===== src/rtl/masq_pkg.sv =====
package masq_pkg;

  typedef enum logic [2:0] {
    PH_IDLE = 3'd0,
    PH_ASET = 3'd1,
    PH_AHLD = 3'd2,
    PH_DSET = 3'd3,
    PH_DHLD = 3'd4,
    PH_TURN = 3'd5
  } phase_e;

  // Programmed lengths of 0 are promoted to one cycle for phases that cannot vanish.
  function automatic int unsigned min_one(input int unsigned v);
    return (v == 0) ? 1 : v;
  endfunction

  // Data hold is one cycle longer for writes than for reads.
  function automatic int unsigned hold_len(input int unsigned n, input logic wr);
    return wr ? n + 1 : n;
  endfunction

endpackage


===== src/rtl/masq_wait_sync.sv =====
module masq_wait_sync #(
  parameter int STAGES = 2
) (
  input  logic clk,
  input  logic rst_n,
  input  logic wait_in,
  input  logic wait_en,
  input  logic wait_pol,
  output logic wait_act
);
  logic [STAGES-1:0] sh;

  generate
    if (STAGES == 1) begin : g_single
      always_ff @(posedge clk or negedge rst_n) begin
        if (!rst_n) sh <= '0;
        else        sh <= wait_in;
      end
    end else begin : g_chain
      always_ff @(posedge clk or negedge rst_n) begin
        if (!rst_n) sh <= '0;
        else        sh <= {sh[STAGES-2:0], wait_in};
      end
    end
  endgenerate

  assign wait_act = wait_en && (sh[STAGES-1] == wait_pol);

endmodule


===== src/rtl/masq_phase_ctrl.sv =====
module masq_phase_ctrl
  import masq_pkg::*;
#(
  parameter int CFG_W = 8
) (
  input  logic             clk,
  input  logic             rst_n,
  input  logic             req_valid,
  input  logic             req_write,
  input  logic [CFG_W-1:0] cfg_addset,
  input  logic [CFG_W-1:0] cfg_addhld,
  input  logic [CFG_W-1:0] cfg_datast,
  input  logic [CFG_W-1:0] cfg_datahld,
  input  logic [CFG_W-1:0] cfg_busturn,
  input  logic             cfg_wait_en,
  input  logic             cfg_wait_pol,
  input  logic             wait_act,
  output phase_e           phase,
  output logic             wr_q,
  output logic             wen_q,
  output logic             wpol_q,
  output logic             accept,
  output logic             capture,
  output logic             done,
  output logic             ready
);
  localparam int CNT_W = CFG_W + 1;
  localparam int GAP_W = CNT_W + 1;
  localparam logic [CNT_W-1:0] CNT_ONE = CNT_W'(1);

  phase_e           ph, ph_n;
  logic [CNT_W-1:0] cnt, cnt_n;
  logic [CFG_W-1:0] ah_q, ds_q, dh_q, bt_q;
  logic             fin;
  logic             last_cyc;
  logic [CNT_W-1:0] dh_len;

  assign phase    = ph;
  assign ready    = (ph == PH_IDLE);
  assign last_cyc = (cnt <= CNT_ONE);
  assign dh_len   = CNT_W'(hold_len(int'(dh_q), wr_q));

  always_comb begin
    ph_n    = ph;
    cnt_n   = cnt;
    fin     = 1'b0;
    capture = 1'b0;
    accept  = req_valid && (ph == PH_IDLE);
    unique case (ph)
      PH_IDLE: begin
        if (accept) begin
          ph_n  = PH_ASET;
          cnt_n = CNT_W'(min_one(int'(cfg_addset)));
        end
      end
      PH_ASET: begin
        if (!last_cyc) cnt_n = cnt - CNT_ONE;
        else if (ah_q != '0) begin
          ph_n  = PH_AHLD;
          cnt_n = {1'b0, ah_q};
        end else begin
          ph_n  = PH_DSET;
          cnt_n = CNT_W'(min_one(int'(ds_q)));
        end
      end
      PH_AHLD: begin
        if (!last_cyc) cnt_n = cnt - CNT_ONE;
        else begin
          ph_n  = PH_DSET;
          cnt_n = CNT_W'(min_one(int'(ds_q)));
        end
      end
      PH_DSET: begin
        if (!last_cyc) cnt_n = cnt - CNT_ONE;
        else if (!wait_act) begin
          capture = !wr_q;
          if (dh_len != '0) begin
            ph_n  = PH_DHLD;
            cnt_n = dh_len;
          end else begin
            fin = 1'b1;
          end
        end
      end
      PH_DHLD: begin
        if (!last_cyc) cnt_n = cnt - CNT_ONE;
        else           fin   = 1'b1;
      end
      PH_TURN: begin
        if (!last_cyc) cnt_n = cnt - CNT_ONE;
        else           ph_n  = PH_IDLE;
      end
      default: ph_n = PH_IDLE;
    endcase
    if (fin) begin
      if (bt_q != '0) begin
        ph_n  = PH_TURN;
        cnt_n = {1'b0, bt_q};
      end else begin
        ph_n  = PH_IDLE;
      end
    end
  end

  always_ff @(posedge clk or negedge rst_n) begin
    if (!rst_n) begin
      ph     <= PH_IDLE;
      cnt    <= '0;
      done   <= 1'b0;
      ah_q   <= '0;
      ds_q   <= '0;
      dh_q   <= '0;
      bt_q   <= '0;
      wr_q   <= 1'b0;
      wen_q  <= 1'b0;
      wpol_q <= 1'b0;
    end else begin
      ph   <= ph_n;
      cnt  <= cnt_n;
      done <= fin;
      if (accept) begin
        ah_q   <= cfg_addhld;
        ds_q   <= cfg_datast;
        dh_q   <= cfg_datahld;
        bt_q   <= cfg_busturn;
        wr_q   <= req_write;
        wen_q  <= cfg_wait_en;
        wpol_q <= cfg_wait_pol;
      end
    end
  end

  // Observation of the chip-select-high gap for the turnaround property.
  logic [GAP_W-1:0] gap_cnt;
  logic [CFG_W-1:0] gap_need;
  logic             ce_high;
  assign ce_high = (ph == PH_IDLE) || (ph == PH_TURN);

  always_ff @(posedge clk or negedge rst_n) begin
    if (!rst_n) begin
      gap_cnt  <= '0;
      gap_need <= '0;
    end else begin
      if (!ce_high)           gap_cnt <= '0;
      else if (~&gap_cnt)     gap_cnt <= gap_cnt + GAP_W'(1);
      if (fin)                gap_need <= bt_q;
    end
  end

  AST_ASET_COUNTS: assert property (@(posedge clk) disable iff (!rst_n)
    (ph == PH_ASET && !last_cyc) |=> (ph == PH_ASET && cnt == $past(cnt) - CNT_ONE));
  AST_ADDR_NO_WAIT: assert property (@(posedge clk) disable iff (!rst_n)
    ((ph == PH_ASET || ph == PH_AHLD) && last_cyc && wait_act) |=> (ph != $past(ph)));
  AST_WAIT_STRETCH: assert property (@(posedge clk) disable iff (!rst_n)
    (ph == PH_DSET && last_cyc && wait_act) |=> (ph == PH_DSET));
  AST_WAIT_DISABLED: assert property (@(posedge clk) disable iff (!rst_n)
    (ph == PH_DSET && last_cyc && !wen_q) |=> (ph != PH_DSET));
  AST_HOLD_ENDS_DONE: assert property (@(posedge clk) disable iff (!rst_n)
    (ph == PH_DHLD && last_cyc) |=> done);
  AST_DONE_SINGLE: assert property (@(posedge clk) disable iff (!rst_n)
    done |=> !done);
  AST_TURN_GAP: assert property (@(posedge clk) disable iff (!rst_n)
    accept |-> (gap_cnt >= GAP_W'(gap_need)));

endmodule


===== src/rtl/masq_bus_drv.sv =====
module masq_bus_drv
  import masq_pkg::*;
#(
  parameter int BUS_W = 16
) (
  input  logic             clk,
  input  logic             rst_n,
  input  phase_e           phase,
  input  logic             wr_q,
  input  logic             accept,
  input  logic             capture,
  input  logic [BUS_W-1:0] req_addr,
  input  logic [BUS_W-1:0] req_wdata,
  input  logic [BUS_W-1:0] ad_in,
  output logic             ce_n,
  output logic             adv_n,
  output logic             oe_n,
  output logic             we_n,
  output logic [BUS_W-1:0] ad_out,
  output logic             ad_oe,
  output logic [BUS_W-1:0] rd_data
);
  logic [BUS_W-1:0] addr_q, wdata_q, rd_q;
  logic             addr_ph, data_ph;

  always_ff @(posedge clk or negedge rst_n) begin
    if (!rst_n) begin
      addr_q  <= '0;
      wdata_q <= '0;
      rd_q    <= '0;
    end else begin
      if (accept) begin
        addr_q  <= req_addr;
        wdata_q <= req_wdata;
      end
      if (capture) rd_q <= ad_in;
    end
  end

  always_comb begin
    addr_ph = (phase == PH_ASET) || (phase == PH_AHLD);
    data_ph = (phase == PH_DSET) || (phase == PH_DHLD);
    ce_n    = !(addr_ph || data_ph);
    adv_n   = (phase != PH_ASET);
    oe_n    = !(phase == PH_DSET && !wr_q);
    we_n    = !(phase == PH_DSET && wr_q);
    ad_oe   = addr_ph || (data_ph && wr_q);
    ad_out  = addr_ph ? addr_q : wdata_q;
  end

  assign rd_data = rd_q;

  AST_STROBE_EXCL: assert property (@(posedge clk) disable iff (!rst_n)
    !(!oe_n && !we_n));
  AST_NO_CONTENTION: assert property (@(posedge clk) disable iff (!rst_n)
    !oe_n |-> !ad_oe);
  AST_ADV_IN_CS: assert property (@(posedge clk) disable iff (!rst_n)
    !adv_n |-> !ce_n);
  AST_RD_STABLE: assert property (@(posedge clk) disable iff (!rst_n)
    !capture |=> $stable(rd_q));

endmodule


===== src/rtl/mux_async_seq.sv =====
module mux_async_seq
  import masq_pkg::*;
#(
  parameter int BUS_W     = 16,
  parameter int CFG_W     = 8,
  parameter int WAIT_SYNC = 2
) (
  input  logic             clk,
  input  logic             rst_n,
  input  logic             req_valid,
  output logic             req_ready,
  input  logic             req_write,
  input  logic [BUS_W-1:0] req_addr,
  input  logic [BUS_W-1:0] req_wdata,
  output logic             done,
  output logic [BUS_W-1:0] rd_data,
  input  logic [CFG_W-1:0] cfg_addset,
  input  logic [CFG_W-1:0] cfg_addhld,
  input  logic [CFG_W-1:0] cfg_datast,
  input  logic [CFG_W-1:0] cfg_datahld,
  input  logic [CFG_W-1:0] cfg_busturn,
  input  logic             cfg_wait_en,
  input  logic             cfg_wait_pol,
  input  logic             mem_wait,
  input  logic [BUS_W-1:0] ad_in,
  output logic [BUS_W-1:0] ad_out,
  output logic             ad_oe,
  output logic             mem_ce_n,
  output logic             mem_adv_n,
  output logic             mem_oe_n,
  output logic             mem_we_n
);
  phase_e phase;
  logic   wr_q, wen_q, wpol_q, accept, capture, wait_act;

  masq_wait_sync #(.STAGES(WAIT_SYNC)) u_wait (
    .clk      (clk),
    .rst_n    (rst_n),
    .wait_in  (mem_wait),
    .wait_en  (wen_q),
    .wait_pol (wpol_q),
    .wait_act (wait_act)
  );

  masq_phase_ctrl #(.CFG_W(CFG_W)) u_ctrl (
    .clk          (clk),
    .rst_n        (rst_n),
    .req_valid    (req_valid),
    .req_write    (req_write),
    .cfg_addset   (cfg_addset),
    .cfg_addhld   (cfg_addhld),
    .cfg_datast   (cfg_datast),
    .cfg_datahld  (cfg_datahld),
    .cfg_busturn  (cfg_busturn),
    .cfg_wait_en  (cfg_wait_en),
    .cfg_wait_pol (cfg_wait_pol),
    .wait_act     (wait_act),
    .phase        (phase),
    .wr_q         (wr_q),
    .wen_q        (wen_q),
    .wpol_q       (wpol_q),
    .accept       (accept),
    .capture      (capture),
    .done         (done),
    .ready        (req_ready)
  );

  masq_bus_drv #(.BUS_W(BUS_W)) u_bus (
    .clk       (clk),
    .rst_n     (rst_n),
    .phase     (phase),
    .wr_q      (wr_q),
    .accept    (accept),
    .capture   (capture),
    .req_addr  (req_addr),
    .req_wdata (req_wdata),
    .ad_in     (ad_in),
    .ce_n      (mem_ce_n),
    .adv_n     (mem_adv_n),
    .oe_n      (mem_oe_n),
    .we_n      (mem_we_n),
    .ad_out    (ad_out),
    .ad_oe     (ad_oe),
    .rd_data   (rd_data)
  );

  AST_READY_CS_HIGH: assert property (@(posedge clk) disable iff (!rst_n)
    req_ready |-> mem_ce_n);

endmodule


===== config.mk =====
export PLATFORM = sky130hd
export DESIGN_NAME = mux_async_seq
export DESIGN_NICKNAME = d
export VERILOG_FILES = /design/src/rtl/masq_pkg.sv /design/src/rtl/masq_wait_sync.sv /design/src/rtl/masq_phase_ctrl.sv /design/src/rtl/masq_bus_drv.sv /design/src/rtl/mux_async_seq.sv
export SDC_FILE = /design/constraint.sdc
export NUM_CORES = 1
export LEC_CHECK = 0
export CAP_MARGIN = 25
export CORE_UTILIZATION = 60
export DETAILED_ROUTE_END_ITERATION = 6
export DONT_BUFFER_PORTS = 1
export PLACE_DENSITY_LB_ADDON = 0.2
export SKIP_LAST_GASP = 1
export SLEW_MARGIN = 0
export SYNTH_ARGS = -nofsm -noshare
export SYNTH_HDL_FRONTEND = slang
export SYNTH_SLANG_ARGS = --single-unit

===== constraint.sdc =====
create_clock -name clk -period 3 [get_ports clk]
set_clock_uncertainty 0.2 [all_clocks]
set_input_delay 0.75 -clock clk [delete_from_list [all_inputs] [get_ports clk]]
set_output_delay 0.75 -clock clk [all_outputs]
set_load 0.01 [all_outputs]

==> results.py, run 1 <==
metrics = {
    "critical_path": {
        "reg2reg_from": "u_ctrl.cnt[1]$_DFF_PN0_",
        "crit_end": "ad_out[5]",
        "crit_start": "u_ctrl.phase[0]$_DFFE_PN0P_",
        "worstReg2RegEnd": "u_ctrl.phase[1]$_DFFE_PN0P_",
        "worst-path-buf-inv": 1,
        "crit_slowest_cell": "dfrtp_1",
        "worst_setup_path_end_kind": "primary output",
        "crit_type": "reg -> out",
        "startpoint_type": "register",
        "worstPathArrival_ps": 1980,
        "required_ps": 2050,
        "cp_slowest_stage_delay_ps": 450,
        "crit_family": "flip-flops",
        "rrSetupSlack_ps": 310,
        "reg2reg_depth": 8,
        "crit_path_cell_trace": "nand2b_1, a21oi_2, buf_4, mux2_2",
        "worst-path-stages": 4,
        "cp_max_fo": 19,
    },
    "global_route": {
        "grt_use_met1_pct": 33.1,
        "track_usage_pct": 26.7,
        "antenna_found_initial": 0,
        "grt_max_degree": 99,
        "grt_pass1_wl_um": 18000,
        "met2_usage_pct": 45.7,
        "grt-busiest-layer": "met2",
        "first_global_vias": 3591,
        "grt_use_met3_pct": 6.52,
        "grt-ovfl-total": 0,
    },
    "floorplanning": {
        "fp-row-count": 33,
        "die_w_um": 94.6,
        "start_util_pct": 62.3,
        "die_area_um2": 8960,
        "fp.coreArea_um2": 8260,
        "die_y_um": 94.6,
        "io_pins": 134,
    },
    "clock_network": {
        "clk_latency_ps": 370,
        "h-tree-depth": 3,
        "cts_buffers": 9,
        "cts.repair.resized": 0,
        "clock-root-buffer": "clkbuf_8",
        "cts.reportedPaths.clkPinSlew_ps": 100,
        "cts_setup_buffers": 0,
        "clockBufferDepth": 2,
        "cts_tree": "yes",
        "clock-sinks": 98,
    },
    "layout": {
        "drive_gt1_share_pct": 32.5,
        "area_growth_pct": 5.88,
        "fillers": 658,
        "nNetsFinal": 539,
        "antenna_cells": 0,
    },
    "sta": {
        "rsz0062_at_grt": "false",
        "setup_violations": 0,
        "whs_ps": -141,
        "setup_tns_ps": 0,
        "fin_crit_ps": 2930,
        "max_freq_mhz": 342,
        "hold_violations": 98,
        "worstMarginPinSlew_ps": 543,
        "drv_slew": 0,
        "post-route-period-util_pct": 97.5,
        "slew_headroom_pct": 63.8,
    },
    "logic_synthesis": {
        "syn_nets": 542,
        "seq_area_frac_synth_pct": 47.6,
        "synth.top_cells.by_area": "dfrtp_1, mux2_2, nand2_1",
        "synthCells": 444,
        "synth_top_cell_area_share_pct": 47.6,
        "async_flop_share_pct": 100,
        "synthDistinctLibCells": 64,
        "synth.avg_cell_area_um2": 11.6,
        "ys.flop_type": "dfrtp_1",
        "ys_ff_latch": 98,
        "ys_warn_count": 0,
        "syn_area_um2": 5150,
        "synth_top_area_cell": "dfrtp_1",
        "synth_edf_count": 0,
    },
    "routing": {
        "via_count": 3569,
        "drt_iter0_markers": 233,
        "drc_errors": 0,
        "drt_wl_total_um": 11600,
        "vias_per_cell": 6.48,
        "drtAntennaViolNets": 0,
        "wl_per_cell_um": 21.1,
        "first_pass_iters": 5,
    },
    "placed_design": {
        "dp_hpwl_um": 8570,
        "routabilityCongestion": 0.899,
        "portBuffers": 0,
    },
    "run": {
        "max_cap_violations": 0,
    },
    "pwr": {
        "peakVddDrop_mv": 0.581,
        "p_leak_nw": 2.31,
        "p_per_area_nw_per_um2": 1100,
        "total_power_mw": 5.98,
    },
    "min_path": {
        "hp-class": "in -> async",
    },
    "run_status": {
        "violations": "hold timing",
        "status": "finished, violations left",
    },
}
## cell families (layout without fill, tap and decap cells)
logic type,count (synthesis),in the layout,synth area share [%]
mux,107,107,23.2
simple gates,105,105,11.3
flops,98,98,47.6
compound gates,84,84,11.7
buf+inv,34,36,3.26
xor+xnor,13,13,2.21
fa+ha+maj,3,3,0.729
## state kept, by name, summed over array words and instances, names as in the netlist, 2 cells and up
name	count
u_bus.wdata_q	16
u_bus.rd_data	16
u_wait.sh	2
u_ctrl.phase	3
u_bus.addr_q	16
u_ctrl.ah_q	8
u_ctrl.ds_q	8
u_ctrl.cnt	9
u_ctrl.dh_q	8
u_ctrl.bt_q	8
## metrics by stage
step / hold slack (ps) / util [%] / cells / worst slack (ps) / instance area (um2)
global route: -156 / 66.0 / 551 / 8.27 / 5450
CTS: -145 / 66.0 / 551 / 86.9 / 5450
floorplan: 131 / - / 444 / 159 / 5150
global placement: 133 / 63.6 / 535 / 447 / 5260
finish: -141 / 66.0 / 551 / 74.3 / 5450
detailed placement: 142 / 63.6 / 535 / 362 / 5260
## layer usage
layer / vias to the layer above / wire length, um
li1: 1620 / -
met1: 1776 / 4710
met2: 152 / 5830
met3: 21 / 856
met4: 0 / 243
met5: - / 0
## cell usage after synthesis (3+ instances only)
| cell type | n |
|---|---|
| a22oi_1 | 4 |
| a32oi_1 | 3 |
| o22ai_1 | 4 |
| a21oi_1 | 12 |
| clkbuf_1 | 7 |
| dfrtp_1 | 98 |
| or3_1 | 7 |
| xor2_1 | 6 |
| inv_1 | 6 |
| o21ai_0 | 21 |
| buf_1 | 3 |
| xnor2_1 | 7 |
| o21a_1 | 3 |
| and2_1 | 3 |
| o21ai_1 | 3 |
| nor2_1 | 16 |
| ha_1 | 3 |
| mux2_2 | 100 |
| nor3_1 | 9 |
| mux2i_1 | 7 |
| nand2_1 | 32 |
| or4_1 | 5 |
| nor4_1 | 4 |
| nand2b_1 | 5 |
| a21o_1 | 6 |
| nand3_1 | 8 |
| buf_2 | 13 |
## area by class of cell
type	instances	area [um2]	area share (%)
Tap cell	105	131	2.41
Clock buffer	11	151	2.78
Timing Repair Buffer	13	110	2.02
Clock inverter	5	45.0	0.826
Multi-Input combinational cell	312	2530	46.5
Sequential cell	98	2450	45.0
Inverter	7	27.5	0.505
## power by group
part,leakage (nW),switching [mW],total (mW),internal (mW)
Sequential,1.20,0.597,2.50,1.90
Combinational,1.01,1.29,2.63,1.34
Clock,0.0985,0.487,0.848,0.360
Total,2.31,2.38,5.98,3.60
## cell usage in the layout, fill, tap and decap left out, drive strengths merged, types with 2 or more instances in the layout
cell type and count:
mux2 100, dfrtp 98, nand2 33, o21ai 24, nor2 17, buf 13
a21oi 12, clkbuf 11, nor3 9, inv 9, nand3 8, or3 7
xnor2 7, mux2i 7, a21o 6, xor2 6, nand2b 5, or4 5
nor4 5, a22oi 4, o22ai 4, a32oi 4, o21a 3, ha 3
and2 3, nand3b 3, or2 2, o21bai 2, o41a 2, a32o 2
o211ai 2, a221oi 2, o2111ai 2, a31oi 2, a222oi 2, nand4 2
clkinv 2
## worst register-to-register path, stage by stage (launching register included)
cell and delay [ps]:
dfrtp_1 450, inv_1 150, ha_1 190, o21bai_1 170, and3_1 410, a31o_2 210, a21o_1 120, a21boi_0 300
mux2_2 370
## how the worst min path moves through the flow
stage                                        to  slack [ps]  cells after the start
CTS                 u_bus.addr_q[0]$_DFFE_PN0P_        -150                      0
finish               u_ctrl.dh_q[7]$_DFFE_PN0P_        -140                      0
global placement         u_wait.sh[1]$_DFF_PN0_         130                      0
detailed placement       u_wait.sh[1]$_DFF_PN0_         140                      0
floorplan                u_wait.sh[1]$_DFF_PN0_         130                      0
global route         u_ctrl.dh_q[7]$_DFFE_PN0P_        -160                      0
Power figures use the tool's default switching activity.
==> inputs of run 2 (changes only) <==
CTS_BUF_LIST = sky130_fd_sc_hd__clkbuf_2   (was unset)
==> run 2 against run 1 <==
  * The flow now finishes without violations
  * Clock-buffer cell count is 2 lower
  * Die area is the same
  * Worst setup slack better by 2.2 ps
  * Combinational power rose by 12%
  * Wire length grew 3.1%
  * Cell count rose by 1.8%
  * Sequential power hardly changed
  * Fmax about the same
  * Via count up 0.98%
  * Critical path depth increased by 1
  * Critical path type unchanged
==> results.py, run 2 (synthesis gave the netlist of run 1 again) <==
metrics = {
    "floorplanning": {
        "fp.coreArea_um2": 8260,
        "start_util_pct": 62.3,
        "die_w_um": 94.6,
        "io_pins": 134,
        "die_area_um2": 8960,
        "fp-row-count": 33,
        "die_y_um": 94.6,
    },
    "sta": {
        "max_freq_mhz": 342,
        "whs_ps": 88.6,
        "rsz0062_at_grt": "true",
        "fin_crit_ps": 2920,
        "setup_violations": 0,
        "drv_slew": 0,
        "slew_headroom_pct": 66.3,
        "worstMarginPinSlew_ps": 501,
        "hold_violations": 0,
        "worst_slack_ps": 76.5,
        "post-route-period-util_pct": 97.5,
    },
    "critical_path": {
        "reg2reg_from": "u_ctrl.cnt[1]$_DFF_PN0_",
        "crit_start": "u_ctrl.phase[1]$_DFFE_PN0P_",
        "cp_slowest_stage_delay_ps": 480,
        "crit_slowest_cell": "dfrtp_2",
        "crit_path_cell_trace": "buf_4, nand2b_4, a21oi_4, buf_6, mux2_2",
        "crit_type": "reg -> out",
        "rrSetupSlack_ps": 300,
        "startpoint_type": "register",
        "reg2reg_depth": 8,
        "worst_setup_path_end_kind": "primary output",
        "required_ps": 2050,
        "crit_end": "ad_out[3]",
        "worstPathArrival_ps": 1970,
        "cp_max_fo": 5,
        "worstReg2RegEnd": "u_ctrl.phase[1]$_DFFE_PN0P_",
    },
    "placed_design": {
        "pre_cts_slack_ps": 362,
        "portBuffers": 0,
        "dp_hpwl_um": 8570,
        "routabilityCongestion": 0.899,
    },
    "clock_network": {
        "clock-root-buffer": "clkbuf_2",
        "clk_latency_ps": 560,
        "cts_buffers": 9,
        "h-tree-depth": 3,
        "clockBufferDepth": 2,
        "clock-sinks": 98,
        "cts.reportedPaths.clkPinSlew_ps": 280,
        "cts_tree": "yes",
    },
    "global_route": {
        "grt_max_degree": 99,
        "antenna_found_initial": 0,
        "grt_pass1_wl_um": 18400,
        "first_global_vias": 3679,
        "grt-ovfl-total": 0,
        "track_usage_pct": 27.4,
    },
    "layout": {
        "utilization_pct": 67.3,
        "area_growth_pct": 7.95,
        "nNetsFinal": 549,
        "layout.cells.most_common": "dfrtp_1",
        "drive_gt1_share_pct": 34.6,
        "antenna_cells": 0,
        "final_cell_mix": "dfrtp_1, mux2_2, nand2_1, o21ai_0, nor2_1",
    },
    "routing": {
        "drt_wl_total_um": 12000,
        "vias_per_cell": 6.42,
        "wl_met1_um": 4810,
        "first_pass_iters": 5,
        "routed.top_layer": "met4",
        "drtAntennaViolNets": 0,
        "via_count": 3604,
        "dr_wl_met3_um": 955,
        "drc_errors": 0,
        "wl_met2_um": 5970,
        "drt_iter0_markers": 236,
        "wl_per_cell_um": 21.4,
    },
    "min_path": {
        "hp-class": "in -> reg",
    },
    "pwr": {
        "peakVddDrop_mv": 0.600,
        "p_leak_nw": 2.38,
        "total_power_mw": 6.03,
        "p_per_area_nw_per_um2": 1090,
    },
    "run_status": {
        "status": "complete, no violations",
    },
    "run": {
        "max_cap_violations": 0,
    },
}
==> run 2: worst max-delay path, delay by kind of cell, from the launching register on <==
kind | cells | cell delay, ps
flops | 1 | 480
simple gates | 1 | 70
buf+inv | 2 | 300
mux | 1 | 370
compound gates | 1 | 210
==> run 2: power by group <==
part | switching, mW | total [mW] | internal, mW
Sequential | 0.600 | 2.49 | 1.89
Combinational | 1.40 | 2.95 | 1.54
Clock | 0.472 | 0.590 | 0.119
==> run 2: timing repair <==
| item | CTS | global route |
|---|---|---|
| pin swaps | 1 | 2 |
| setup endpoints to repair | 16 | 19 |
| hold buffers | 3 | 0 |
| setup buffers | 5 | 1 |
| gates cloned | 2 | 0 |
| endpoints found under the hold margin | 99 | 0 |
| gates resized for setup | 9 | 21 |
==> run 2: routing by layer <==
layer	vias to the layer above	global-route usage, %
met5	-	0
met1	1776	33.6
met2	161	46.8
li1	1643	-
met3	24	7.81
met4	0	8.84
==> run 2: worst min path at each step <==
stage / slack [ps] / start / end / cells after the start
CTS: 60 / cfg_wait_en / u_ctrl.wen_q$_DFFE_PN0P_ / 2
global route: 30 / cfg_wait_en / u_ctrl.wen_q$_DFFE_PN0P_ / 2
detailed placement: 140 / u_wait.sh[0]$_DFF_PN0_ / u_wait.sh[1]$_DFF_PN0_ / 0
finish: 90 / cfg_wait_en / u_ctrl.wen_q$_DFFE_PN0P_ / 2
floorplan: 130 / u_wait.sh[0]$_DFF_PN0_ / u_wait.sh[1]$_DFF_PN0_ / 0
global placement: 130 / u_wait.sh[0]$_DFF_PN0_ / u_wait.sh[1]$_DFF_PN0_ / 0
==> run 2: final cells by class <==
cell class	count	area, um2
fill	654	2700
clock buffer	9	45.0
inverter	7	27.5
multi-input combinational	312	2620
timing repair buffer	23	229
tap	105	131
clock inverter	7	52.6
sequential	98	2450
==> run 2: stage by stage <==
stage               std cells  cell area [um2]  setup TNS, ps
finish                    561             5560              0
global route              561             5560           -498
CTS                       561             5480          -10.1
detailed placement        535             5260              0
global placement          535             5260              0
floorplan                 444             5150              0
==> inputs of run 3 (changes only) <==
SYNTH_HIERARCHICAL = 1   (was unset)
==> run 3 against run 2 <==
  * Power shrank 68%
  * Clock-buffer cell count grew 1
  * Cell count shrank 0.53%
  * Sequential cell count is the same
  * Hold slack gained 48 ps
  * Wire length shrank 5.4%
  * Utilization shrank 0.73 points
  * Register-to-register slack lost 90 ps
  * Die area shrank 0.79%
  * Critical path depth shrank 1
  * Synthesized area shrank 0.80%
  * Global-route usage shrank 1.1 points
==> results.py, run 3 <==
metrics = {
    "sta": {
        "hold_violations": 0,
        "worstMarginPinSlew_ps": 508,
        "setup_violations": 0,
        "rsz0062_at_grt": "true",
        "fin_crit_ps": 2890,
        "drv_slew": 0,
        "post-route-period-util_pct": 96.4,
        "slew_headroom_pct": 66.1,
        "max_freq_mhz": 346,
    },
    "pwr": {
        "p_int_mw": 1.45,
        "p_seq_share_pct": 69.2,
        "total_power_mw": 1.92,
        "p_per_area_nw_per_um2": 351,
        "p_sw_mw": 0.468,
        "p_leak_nw": 2.59,
        "switching_share_pct": 24.4,
        "peakVddDrop_mv": 0.306,
        "p_comb_share_pct": 2.0,
        "p_clk_share_pct": 28.9,
    },
    "logic_synthesis": {
        "synthCells": 434,
        "async_flop_share_pct": 100,
        "synth-simple-area-share_pct": 11.2,
        "synth.top_cells.by_area": "dfrtp_1, mux2_2, mux2_4",
        "synthDistinctLibCells": 64,
        "synth.avg_cell_area_um2": 11.8,
        "synth_top_area_cell": "dfrtp_1",
        "synth_compound_area_share_pct": 11.4,
        "synth_top_cell_area_share_pct": 48.0,
        "synth_top_family_by_area": "multiplexers",
        "synthMuxAreaShare_pct": 23.6,
        "ys.flop_type": "dfrtp_1",
        "syn_nets": 532,
        "syn_area_um2": 5110,
        "synth_edf_count": 0,
        "ys_top_cells_by_count": "dfrtp_1, mux2_2, nand2_1",
        "post-synth-top-count-cell": "dfrtp_1",
        "ys_warn_count": 6,
        "synth_fa_ha_area_share_pct": 0.735,
        "seq_area_frac_synth_pct": 48.0,
        "synth_xor_area_share_pct": 2.23,
        "ys_ff_latch": 98,
    },
    "min_path": {
        "hold_start": "cfg_busturn[1]",
        "hp-class": "in -> reg",
        "hold_depth": 1,
    },
    "critical_path": {
        "cp_max_fo": 9,
        "rrSetupSlack_ps": 210,
        "crit_start": "u_ctrl/phase[0]$_DFFE_PN0P_",
        "worstPathArrival_ps": 1940,
        "reg2reg_from": "u_ctrl/dh_q[0]$_DFFE_PN0P_",
        "crit_type": "reg -> out",
        "reg2reg_depth": 8,
        "worst_setup_path_end_kind": "primary output",
        "startpoint_type": "register",
        "required_ps": 2050,
    },
    "floorplanning": {
        "die_w_um": 94.3,
        "fp.coreArea_um2": 8220,
        "io_pins": 134,
        "fp-row-count": 33,
        "start_util_pct": 62.2,
        "die_area_um2": 8880,
        "die_y_um": 94.3,
    },
    "routing": {
        "routed.top_layer": "met4",
        "drc_errors": 0,
        "drtAntennaViolNets": 0,
        "vias_per_cell": 6.27,
        "wl_met2_um": 5400,
        "wl_met1_um": 4800,
        "wl_per_cell_um": 20.3,
        "drt_wl_total_um": 11300,
        "drt_iter0_markers": 160,
        "first_pass_iters": 4,
        "dr_wl_met3_um": 815,
        "via_count": 3497,
    },
    "layout": {
        "multi_input_area_um2": 2510,
        "design_area_um2": 5470,
        "final_cell_mix": "dfrtp_1, mux2_2, nand2_1, buf_4, nor2_1",
        "area_growth_pct": 7.10,
        "drive_gt1_share_pct": 33.3,
        "antenna_cells": 0,
        "layout.cells.most_common": "dfrtp_1",
        "nNetsFinal": 546,
        "fillers": 644,
        "seqCellArea_um2": 2460,
    },
    "clock_network": {
        "clock-root-buffer": "clkbuf_2",
        "clock-sinks": 98,
        "h-tree-depth": 3,
        "cts_buffers": 9,
        "clockBufferDepth": 2,
        "clk_latency_ps": 530,
        "cts_tree": "yes",
        "cts.reportedPaths.clkPinSlew_ps": 280,
    },
    "global_route": {
        "grt_max_degree": 99,
        "grt-ovfl-total": 0,
        "antenna_found_initial": 0,
        "track_usage_pct": 26.4,
        "first_global_vias": 3608,
        "grt_pass1_wl_um": 17800,
    },
    "placed_design": {
        "portBuffers": 0,
        "routabilityCongestion": 0.892,
        "postPlaceCellArea_um2": 5260,
        "dp_hpwl_um": 8050,
    },
    "run_status": {
        "status": "complete, no violations",
    },
    "run": {
        "max_cap_violations": 0,
    },
}
## run 3: cell count changes after synthesis, moves of 5 or more
cell     delta
a21o_1      -5
mux2_2     -12
mux2_4     +10
nand2_1    -10
o21ai_0     -6
## run 3: area by class of cell
cell class              count  area share (%)
clock buffers              10           0.915
clock inverters             6           0.755
inverters                   5           0.389
multi-input cells         307            45.9
flip-flops and latches     98            44.9
well taps                 105            2.40
repair buffers             27            4.76
## run 3: power groups by stage
stage / registers [mW] / clock network, mW / logic (mW)
final: 1.33 / 0.553 / 0.0378
after global routing: 1.33 / 0.634 / 0.0444
after CTS: 1.33 / 0.575 / 0.0400
after detailed placement: 1.35 / 0 / 0.00706
after global placement: 1.35 / 0 / 0.00721
after floorplan: 1.35 / 0 / 0.00798
## run 3: per-layer routing
| metal | global-route usage [%] | vias to the layer above |
|---|---|---|
| met1 | 33.8 | 1695 |
| li1 | - | 1645 |
| met5 | 0 | - |
| met4 | 10.5 | 0 |
| met3 | 7.77 | 23 |
| met2 | 41.8 | 134 |
## run 3: cells by family (layout without fill, tap and decap cells)
group,after synthesis,after routing
AOI/OAI and AO/OA,83,83
buffers and inverters,29,48
and+or+nand+nor,104,104
DFF,98,98
xor gates and xnor gates,13,13
muxes,104,104
adders and majority gates,3,3
## run 3: path summary, 6_finish.rpt
kind / to
max: req_ready
min: u_ctrl/bt_q[1]$_DFFE_PN0P_
max reg2reg: u_ctrl/cnt[4]$_DFF_PN0_
min reg2reg: u_wait/sh[1]$_DFF_PN0_
max in group asynchronous: u_ctrl/phase[2]$_DFFE_PN0P_
min in group asynchronous: u_ctrl/cnt[0]$_DFF_PN0_
## run 3: what timing repair did
item                                    4_1_cts  5_1_grt
buffers inserted                              4        2
hold buffers                                  3        0
hold endpoints to repair                     99        0
endpoints found under the setup margin       16       15
gates resized for setup                       2        4
pin swaps                                     1        1
gates cloned                                  0        0
## run 3: metrics by stage
stage               std cells  hold slack (ps)  util, %  TNS (ps)  setup WS [ps]
floorplan                 434              131        -         0            133
global placement          533              133     64.0         0            305
detailed placement        533              136     64.0         0            289
CTS                       556             90.5     66.1         0           1.35
global route              558             53.4     66.6     -21.9          -8.11
finish                    558              137     66.6         0            109
## run 3: critical path, cell delays in order (launching register included)
cell and delay, ps:
dfrtp_2 520, buf_12 140, buf_4 150, or3_1 440, inv_4 160
